===== src/rtl/rrarb_pkg.sv =====
package rrarb_pkg;
  typedef enum logic [1:0] {
    IDLE_NONE  = 2'd0,
    IDLE_LAST  = 2'd1,
    IDLE_FIXED = 2'd2,
    IDLE_RSVD  = 2'd3
  } idle_mode_e;
endpackage


===== src/rtl/rrarb_pick.sv =====
// Rotating-priority search: first requester after last_i, wrapping.
module rrarb_pick #(
  parameter int N  = 6,
  parameter int IW = 3
) (
  input  logic [N-1:0]  req_i,
  input  logic [IW-1:0] last_i,
  output logic [N-1:0]  gnt_o,
  output logic [IW-1:0] idx_o,
  output logic          hit_o
);
  function automatic logic [IW-1:0] wrap_add(input logic [IW-1:0] base, input int k);
    logic [IW:0] s;
    s = {1'b0, base} + (IW+1)'(k);
    if (s >= (IW+1)'(N)) s = s - (IW+1)'(N);
    return s[IW-1:0];
  endfunction

  always_comb begin
    hit_o = 1'b0;
    idx_o = '0;
    for (int k = 1; k <= N; k++) begin
      if (!hit_o && req_i[wrap_add(last_i, k)]) begin
        hit_o = 1'b1;
        idx_o = wrap_add(last_i, k);
      end
    end
    gnt_o = '0;
    if (hit_o) gnt_o[idx_o] = 1'b1;
  end
endmodule


===== src/rtl/rrarb_idle.sv =====
// Grant chosen when no master requests.
module rrarb_idle
  import rrarb_pkg::*;
#(
  parameter int N  = 6,
  parameter int IW = 3
) (
  input  idle_mode_e    mode_i,
  input  logic [IW-1:0] dflt_i,
  input  logic [N-1:0]  held_i,
  output logic [N-1:0]  gnt_o
);
  logic [N-1:0] fix_oh;

  for (genvar m = 0; m < N; m++) begin : g_fix
    assign fix_oh[m] = (dflt_i == IW'(m));
  end

  always_comb begin
    unique case (mode_i)
      IDLE_LAST:  gnt_o = held_i;
      IDLE_FIXED: gnt_o = fix_oh;
      default:    gnt_o = '0;
    endcase
  end
endmodule


===== src/rtl/rrarb_slot.sv =====
// Transfer-cycle counter for burst breaking; lim 0 disables.
module rrarb_slot #(
  parameter int SW = 8
) (
  input  logic          clk_i,
  input  logic          rst_ni,
  input  logic          clr_i,
  input  logic          inc_i,
  input  logic [SW-1:0] lim_i,
  output logic          expire_o
);
  localparam logic [SW-1:0] CNT_MAX = '1;
  logic [SW-1:0] cnt_q;

  always_ff @(posedge clk_i or negedge rst_ni) begin
    if (!rst_ni)                        cnt_q <= '0;
    else if (clr_i)                     cnt_q <= '0;
    else if (inc_i && cnt_q != CNT_MAX) cnt_q <= cnt_q + 1'b1;
  end

  assign expire_o = (lim_i != '0) && (cnt_q >= lim_i - 1'b1);
endmodule


===== src/rtl/rrarb_slave.sv =====
module rrarb_slave
  import rrarb_pkg::*;
#(
  parameter int N_MST  = 6,
  parameter int SLOT_W = 8,
  localparam int IW    = (N_MST > 1) ? $clog2(N_MST) : 1
) (
  input  logic              clk_i,
  input  logic              rst_ni,
  input  logic [N_MST-1:0]  req_i,
  input  logic [N_MST-1:0]  burst_i,
  input  logic [1:0]        idle_mode_i,
  input  logic [IW-1:0]     dflt_mst_i,
  input  logic [SLOT_W-1:0] slot_lim_i,
  output logic [N_MST-1:0]  gnt_o,
  output logic              gnt_chg_o
);
  localparam logic [IW-1:0] LAST_RST = IW'(N_MST - 1);

  logic [N_MST-1:0] gnt_q, gnt_d, pick_gnt, idle_gnt;
  logic [IW-1:0]    last_q, pick_idx;
  logic             pick_hit, chg_q;
  logic             own_req, own_burst, slot_exp, rearb;

  function automatic logic [IW-1:0] oh2idx(input logic [N_MST-1:0] v);
    logic [IW-1:0] r;
    r = '0;
    for (int m = 0; m < N_MST; m++) if (v[m]) r = IW'(m);
    return r;
  endfunction

  assign own_req   = |(gnt_q & req_i);
  assign own_burst = |(gnt_q & req_i & burst_i);
  // re-run arbitration at a boundary, when nobody owns, or on slot expiry
  assign rearb     = (gnt_q == '0) || !own_burst || (own_req && slot_exp);

  rrarb_pick #(.N(N_MST), .IW(IW)) u_pick (
    .req_i  (req_i),
    .last_i (last_q),
    .gnt_o  (pick_gnt),
    .idx_o  (pick_idx),
    .hit_o  (pick_hit)
  );

  rrarb_idle #(.N(N_MST), .IW(IW)) u_idle (
    .mode_i (idle_mode_e'(idle_mode_i)),
    .dflt_i (dflt_mst_i),
    .held_i (gnt_q),
    .gnt_o  (idle_gnt)
  );

  rrarb_slot #(.SW(SLOT_W)) u_slot (
    .clk_i    (clk_i),
    .rst_ni   (rst_ni),
    .clr_i    (rearb),
    .inc_i    (!rearb),
    .lim_i    (slot_lim_i),
    .expire_o (slot_exp)
  );

  always_comb begin
    if (!rearb)        gnt_d = gnt_q;
    else if (pick_hit) gnt_d = pick_gnt;
    else               gnt_d = idle_gnt;
  end

  always_ff @(posedge clk_i or negedge rst_ni) begin
    if (!rst_ni) begin
      gnt_q  <= '0;
      chg_q  <= 1'b0;
      last_q <= LAST_RST;
    end else begin
      gnt_q <= gnt_d;
      chg_q <= (gnt_d != gnt_q);
      if (pick_hit && rearb) last_q <= pick_idx;
      else if (gnt_d != '0)  last_q <= oh2idx(gnt_d);
    end
  end

  assign gnt_o     = gnt_q;
  assign gnt_chg_o = chg_q;
endmodule


===== config.mk =====
export PLATFORM = sky130hd
export DESIGN_NAME = rrarb_slave
export DESIGN_NICKNAME = d
export VERILOG_FILES = /design/src/rtl/rrarb_pkg.sv /design/src/rtl/rrarb_pick.sv /design/src/rtl/rrarb_idle.sv /design/src/rtl/rrarb_slot.sv /design/src/rtl/rrarb_slave.sv
export SDC_FILE = /design/constraint.sdc
export NUM_CORES = 1
export LEC_CHECK = 0
export ABC_AREA = 0
export BUFFER_PORTS_ARGS = -buffer_cell sky130_fd_sc_hd__buf_2
export CAP_MARGIN = 5
export CORE_MARGIN = 2
export CORE_UTILIZATION = 54
export CTS_CLUSTER_SIZE = 28
export DETAILED_ROUTE_END_ITERATION = 8
export PLACE_DENSITY = 0.83
export SLEW_MARGIN = 0
export SYNTH_ARGS = -nofsm -noshare
export SYNTH_HDL_FRONTEND = slang
export SYNTH_HIERARCHICAL = 1
export SYNTH_SLANG_ARGS = --single-unit
export TNS_END_PERCENT = 5

===== constraint.sdc =====
create_clock -name clk_i -period 5.65 [get_ports clk_i]
set_clock_uncertainty 0.1 [all_clocks]
set_input_delay 1.13 -clock clk_i [delete_from_list [all_inputs] [get_ports clk_i]]
set_output_delay 1.13 -clock clk_i [all_outputs]
set_load 0.01 [all_outputs]

==> flow_summary.ini, run 1 <==
[run_status]
status = complete, no violations

[critical_path]
crit_type = flop to flop
arrival_ps = 4250
start_kind = flop
crit_buf_inv = 1
worstPathRequired_ps = 5680
r2r-start = last_q[1]$_DFFE_PN0P_
crit_fanout = 14
crit_path_end = gnt_chg_o$_DFF_PN0_
worst_r2r_path_depth = 14
cp_cell_sequence = inv_1 -> ha_1 -> a211oi_4 -> xnor2_2 -> mux2i_2 -> nand4_1 -> nor2_1 -> nand3_1 -> nand2b_1 -> nor3_2 -> mux2_2 -> xnor2_1 -> nand4_1 -> o31a_1
crit_top_cell = nand4_1
cp.depth = 14
slowest_stage = dfrtp_1
rrSetupSlack_ps = 1430
r2r_end = gnt_chg_o$_DFF_PN0_
cp-startpoint = last_q[1]$_DFFE_PN0P_
critPathMaxStageDelay_ps = 640
path_delay_family = simple AND/OR/NAND/NOR gates
endpoint_kind = flop

[route]
drt_iter0_markers = 112
drc = 0
routedWlPerCell_um = 15.2
vias = 2377
detail-route-antenna-nets = 0
vias_per_cell = 5.99
drt_wl_total_um = 6020
first_pass_iters = 5

[global_routing]
busiest_layer = met2
grt_pass1_wl_um = 10200
grt_max_degree = 24
met2_usage_pct = 43.0
use_met3_pct = 1.36
antenna_found_initial = 0
overflow = 0
grt_util_all_layers_pct = 23.2
grt_use_met1_pct = 28.8
first_global_vias = 2246

[sta]
fmax_mhz = 237
final.setup.tns_ps = 0
max_slew_margin_pct = 65.7
period_minus_slack_ps = 4220
hold_viol_final = 0
rsz0062_at_grt = false
finalCritPeriodShare_pct = 74.6
setup_viol = 0
slew_viol_final = 0
worst_slew_pin_slew_ps = 500

[final_layout]
post-route-cell-area_sq_um = 2870
antenna_cells = 0
mostFrequentLayoutCell = buf_2
syn_to_final_growth_pct = 8.04
instances_no_fill = 397
nets = 381
layout_common_cells = 33 x buf_2, 23 x ha_1, 22 x nand3_1
drive_gt1_share_pct = 25.5
fin_util_pct = 60.8

[clocking]
cts_setup_buffers = 0
h-tree-depth = 1
cts.hold.buffers_added = 0
cts_tree = built
cts_resized = 0
numCtsBuffers = 3
clk_pin_slew_ps = 60
clk_latency_ps = 240
root_buffer = clkbuf_8
numClockSinks = 18
clockBufferDepth = 2

[placed_design]
dp.cells = 393
dpl.hpwl_um = 4840
port_buffers = 33
place.gp.congestion = 0.877
place_area_sq_um = 2820

[logic_synthesis]
ys_types = 84
yosysWarnings = 6
async_reset_ff_share_pct = 100
syn_area_per_cell_sq_um = 8.81
synth_edf_count = 0
synth-main-ff-cell = dfrtp_1
syn-num-nets = 352
syn-instance-count = 302
synth-seq-cells = 18
synth_area_sq_um = 2660
seq_area_frac_synth_pct = 17.0

[floorplanning]
start_util_pct = 56.3
rows = 25
fp.coreArea_sq_um = 4720
fp.dieH_um = 74.2
die_w_um = 74.2
dieArea_sq_um = 5500
pin_count = 34

[worst_hold_path]
hp-class = flop to flop

[pwr]
p_leak_uw = 0.00127
finalPower_uw = 1930
ir_worst_vdd_v = 0.000298
cellPowerDensity_nw_per_um2 = 671

[flow_run]
drv_cap = 0
final cells by class:
cell class              count  area (sq um)
repair buffers             34           173
multi-input cells         255          2040
clock buffers               4          55.1
fillers                   411          1850
flip-flops and latches     18           453
well taps                  67          83.8
inverters                  19          71.3
cells by family (layout without fill, tap and decap cells):
kind of cell	after synthesis	after routing	share of synthesized area, %
multiplexers	24	24	10.7
buffers and inverters	29	57	6.35
AO/OA/AOI/OAI	71	71	20.7
flip-flops	18	18	17.0
AND/OR/NAND/NOR	116	116	25.6
adder cells (fa/ha/maj)	24	24	11.2
XOR/XNOR	20	20	8.42
worst reg2reg max path, stage by stage, from the launching register on:
cell	delay, ps
dfrtp_1	640
inv_1	260
ha_1	500
a211oi_4	310
xnor2_2	170
mux2i_2	320
nand4_1	140
nor2_1	140
nand3_1	390
nand2b_1	280
nor3_2	50
mux2_2	270
xnor2_1	130
nand4_1	100
o31a_1	300
cells in the mapped netlist (3+ instances only):
cell	count	area, sq um
nor2_1	18	67.6
mux2_2	11	124
a31oi_1	6	37.5
inv_1	19	71.3
mux2i_1	8	80.1
nand3b_1	4	30.0
xor2_1	4	35.0
o31ai_1	3	22.5
nor2b_1	3	18.8
a22oi_1	5	37.5
nand2_1	19	71.3
ha_1	23	288
xnor2_1	11	96.3
dfrtp_1	16	400
o21ai_0	10	50.1
a21oi_1	11	55.1
nor3_1	10	50.1
and2_1	3	18.8
mux2_4	3	45.0
nand3_1	22	110
buf_6	5	56.3
a211oi_1	4	30.0
a211o_1	3	26.3
nand4_1	4	25.0
xnor2_2	3	48.8
nand2b_1	4	25.0
through the flow:
stage          hold WS [ps]  setup WS [ps]
4_1_cts                 504           1470
3_3_place_gp            476           1560
3_5_place_dp            494           1500
2_1_floorplan           426           1780
5_1_grt                 528           1100
6_report                504           1430
worst min-delay path by stage:
stage	start	end	slack [ps]	depth (start not counted)
final	u_slot/cnt_q[1]$_DFFE_PN0P_	u_slot/cnt_q[1]$_DFFE_PN0P_	500	2
after global routing	u_slot/cnt_q[1]$_DFFE_PN0P_	u_slot/cnt_q[1]$_DFFE_PN0P_	530	2
after CTS	u_slot/cnt_q[5]$_DFFE_PN0P_	u_slot/cnt_q[5]$_DFFE_PN0P_	500	1
after detailed placement	u_slot/cnt_q[1]$_DFFE_PN0P_	u_slot/cnt_q[1]$_DFFE_PN0P_	490	2
after global placement	u_slot/cnt_q[1]$_DFFE_PN0P_	u_slot/cnt_q[1]$_DFFE_PN0P_	480	2
after floorplan	u_slot/cnt_q[5]$_DFFE_PN0P_	u_slot/cnt_q[5]$_DFFE_PN0P_	430	1
power breakdown:
group	internal, uW	switching, uW	leakage, uW
combinational	770	791	0.00100
clock	61.7	37.8	0.0000288
sequential	175	93.9	0.000235
total	1010	922	0.00127
per-layer routing:
metal	vias up	wire length, um
li1	1188	-
met2	46	3180
met1	1131	2570
met4	0	106
met5	-	0
met3	12	160
sequential cells by signal, summed over array words and instances (netlist names):
| name | flops |
|---|---|
| u_slot/cnt_q | 8 |
| gnt_o | 6 |
| last_q | 3 |
| gnt_chg_o | 1 |
(Power assumes the default switching activity.)
==> inputs of run 2 (changes only) <==
Settings changed: ABC_AREA 0 to 1.
Clock period 5.65 ns to 3.95 ns, I/O delays scaled along.
==> run 2 against run 1 <==
  * Sequential share of layout area fell by 1.4 points
  * Area after synthesis up 8.6%
  * Cell area up 9.7%
  * Critical endpoint is now last_q[1]$_DFFE_PN0P_
==> flow_summary.ini, run 2 <==
[route]
routedWlPerCell_um = 11.6
drt_iter0_markers = 181
vias = 2999
detail-route-antenna-nets = 0
drt_wl_total_um = 6800
first_pass_iters = 4
vias_per_cell = 5.14
drc = 0

[critical_path]
crit_top_cell = nand2_1
cp_cell_sequence = inv_1 -> ha_2 -> inv_1 -> nor2_1 -> nand2_1 -> a21oi_1 -> nand2_1 -> nand2_2 -> nor2_8 -> nand2_1 -> nand2_1 -> inv_2 -> nand2_1 -> nand2_2 -> nand2_4 -> nor2_1 -> nand2_1 -> o21ai_0 -> nand2_1 -> o21ai_1 -> nor2_2 -> a21oi_1 -> nand2_1
critPathMaxStageDelay_ps = 500
crit_buf_inv = 3
crit_fanout = 11
arrival_ps = 3650
start_kind = flop
crit_type = flop to flop
r2r-start = last_q[1]$_DFFE_PN0P_
path_delay_family = simple AND/OR/NAND/NOR gates
cp-startpoint = last_q[1]$_DFFE_PN0P_
endpoint_kind = flop
worstPathRequired_ps = 4000
slowest_stage = dfrtp_1

[placed_design]
dp.cells = 579
post-place-ws_ps = 243
port_buffers = 33
place.gp.congestion = 0.931
dpl.hpwl_um = 5440

[sta]
setup_viol = 0
final.setup.tns_ps = 0
hold_slack_ps = 352
rsz0062_at_grt = false
finalCritPeriodShare_pct = 91.2
worst_slew_pin_slew_ps = 517
fmax_mhz = 278
max_slew_margin_pct = 65.2
setup_slack_ps = 349
period_minus_slack_ps = 3600
slew_viol_final = 0
hold_viol_final = 0

[final_layout]
instances_no_fill = 584
multi_input_area_sq_um = 2040
largest_register_ffs = 8
nets = 565
mostFrequentLayoutCell = nand2_1
regArea_sq_um = 453
largest_register = u_slot/cnt_q
drive_gt1_share_pct = 20.6
syn_to_final_growth_pct = 9.09
antenna_cells = 0
layout_common_cells = 154 x nand2_1, 76 x inv_1, 46 x nand3_1
fillers = 511

[logic_synthesis]
ys_types = 41
yosys.area.top_type = nand2_1
syn-num-nets = 531
syn-instance-count = 481
synth-seq-cells = 18
synthTopCellsByArea = nand2_1 20%, dfrtp_1 14%, ha_1 10%, inv_1 9.9%, nand3_1 8.0%
synth-main-ff-cell = dfrtp_1
async_reset_ff_share_pct = 100
synth_edf_count = 0
yosysWarnings = 6
synth_area_sq_um = 2890
synthTopCellsByCount = 154 x nand2_1, 76 x inv_1, 46 x nand3_1
syn_area_per_cell_sq_um = 6.01
seq_area_frac_synth_pct = 15.7
yosysMostFrequentCell = nand2_1
synth_top_area_share_pct = 20.0

[clocking]
root_buffer = clkbuf_8
clk_pin_slew_ps = 70
numCtsBuffers = 3
clk_latency_ps = 250
clockBufferDepth = 2
cts_tree = built
numClockSinks = 18
cts.hold.buffers_added = 0
h-tree-depth = 1

[flow_run]
drv_cap = 0

[floorplanning]
start_util_pct = 56.2
fp.dieH_um = 77.1
fp.coreArea_sq_um = 5140
dieArea_sq_um = 5950
pin_count = 34
rows = 26
die_w_um = 77.1

[global_routing]
first_global_vias = 2663
grt_util_all_layers_pct = 23.5
grt_max_degree = 20
grt_pass1_wl_um = 11700
overflow = 0
antenna_found_initial = 0

[run_status]
status = complete, no violations

[worst_hold_path]
hp-class = primary input to asynchronous set/reset pin
[run 2: logic make-up after synthesis]
group           count (synthesis)  share of synthesized area [%]
compound gates                 44                           8.53
xor+xnor                        7                           2.12
fa+ha+maj                      23                           9.96
buf+inv                        93                           13.7
flops                          18                           15.7
simple gates                  296                           50.0
[run 2: area by class of cell]
type                    instances  area share (%)
well taps                      70            2.78
inverters                      87            10.6
repair buffers                 35            5.72
multi-input cells             370            64.8
clock buffers                   4            1.75
flip-flops and latches         18            14.4
[run 2: worst register-to-register path, cell delays in order, from the launching register on]
cell and delay [ps]:
dfrtp_1 500, inv_1 250, ha_2 500, inv_1 120
nor2_1 130, nand2_1 110, a21oi_1 210, nand2_1 90
nand2_2 140, nor2_8 70, nand2_1 60, nand2_1 50
inv_2 40, nand2_1 50, nand2_2 80, nand2_4 60
nor2_1 90, nand2_1 60, o21ai_0 110, nand2_1 110
o21ai_1 240, nor2_2 120, a21oi_1 140, nand2_1 60
[run 2: path summary, 6_finish.rpt]
path                       depth (start not counted)  slack (ps)                     endpoint
setup / recovery                                  23         350        last_q[1]$_DFFE_PN0P_
min in group clk_i                                 2         470        last_q[2]$_DFFE_PN1P_
max in group asynchronous                          1        3080        last_q[0]$_DFFE_PN1P_
hold reg to reg                                    2         470        last_q[2]$_DFFE_PN1P_
hold / removal                                     1         350  u_slot/cnt_q[2]$_DFFE_PN0P_
setup reg to reg                                  23         350        last_q[1]$_DFFE_PN0P_
[run 2: repair_timing]
action / 4_1_cts / 5_1_grt
buffers inserted: 0 / 1
gates resized for setup: 0 / 1
setup endpoints to repair: 0 / 4
endpoints found under the hold margin: 0 / 0
[run 2: stage by stage]
stage	instance area, sq um	utilization [%]
3_5_place_dp	3090	60.1
3_3_place_gp	3090	60.1
6_report	3150	61.3
5_1_grt	3150	61.3
4_1_cts	3140	61.1
2_1_floorplan	2890	-
[run 2: metal layers]
layer / vias to the layer above / routed length [um] / share of wire (%) / global-route usage [%]
met5: - / 0 / 0 / 0
met4: 0 / 49 / 0.72 / 4.46
met3: 6 / 276 / 4.1 / 1.41
met2: 60 / 3290 / 48 / 40.3
met1: 1359 / 3180 / 47 / 32.7
li1: 1574 / - / - / -
Power of run 2 is left out: the tool's default activity adds up to more than one toggle a clock period on the data nets, which glitch-free logic cannot reach.
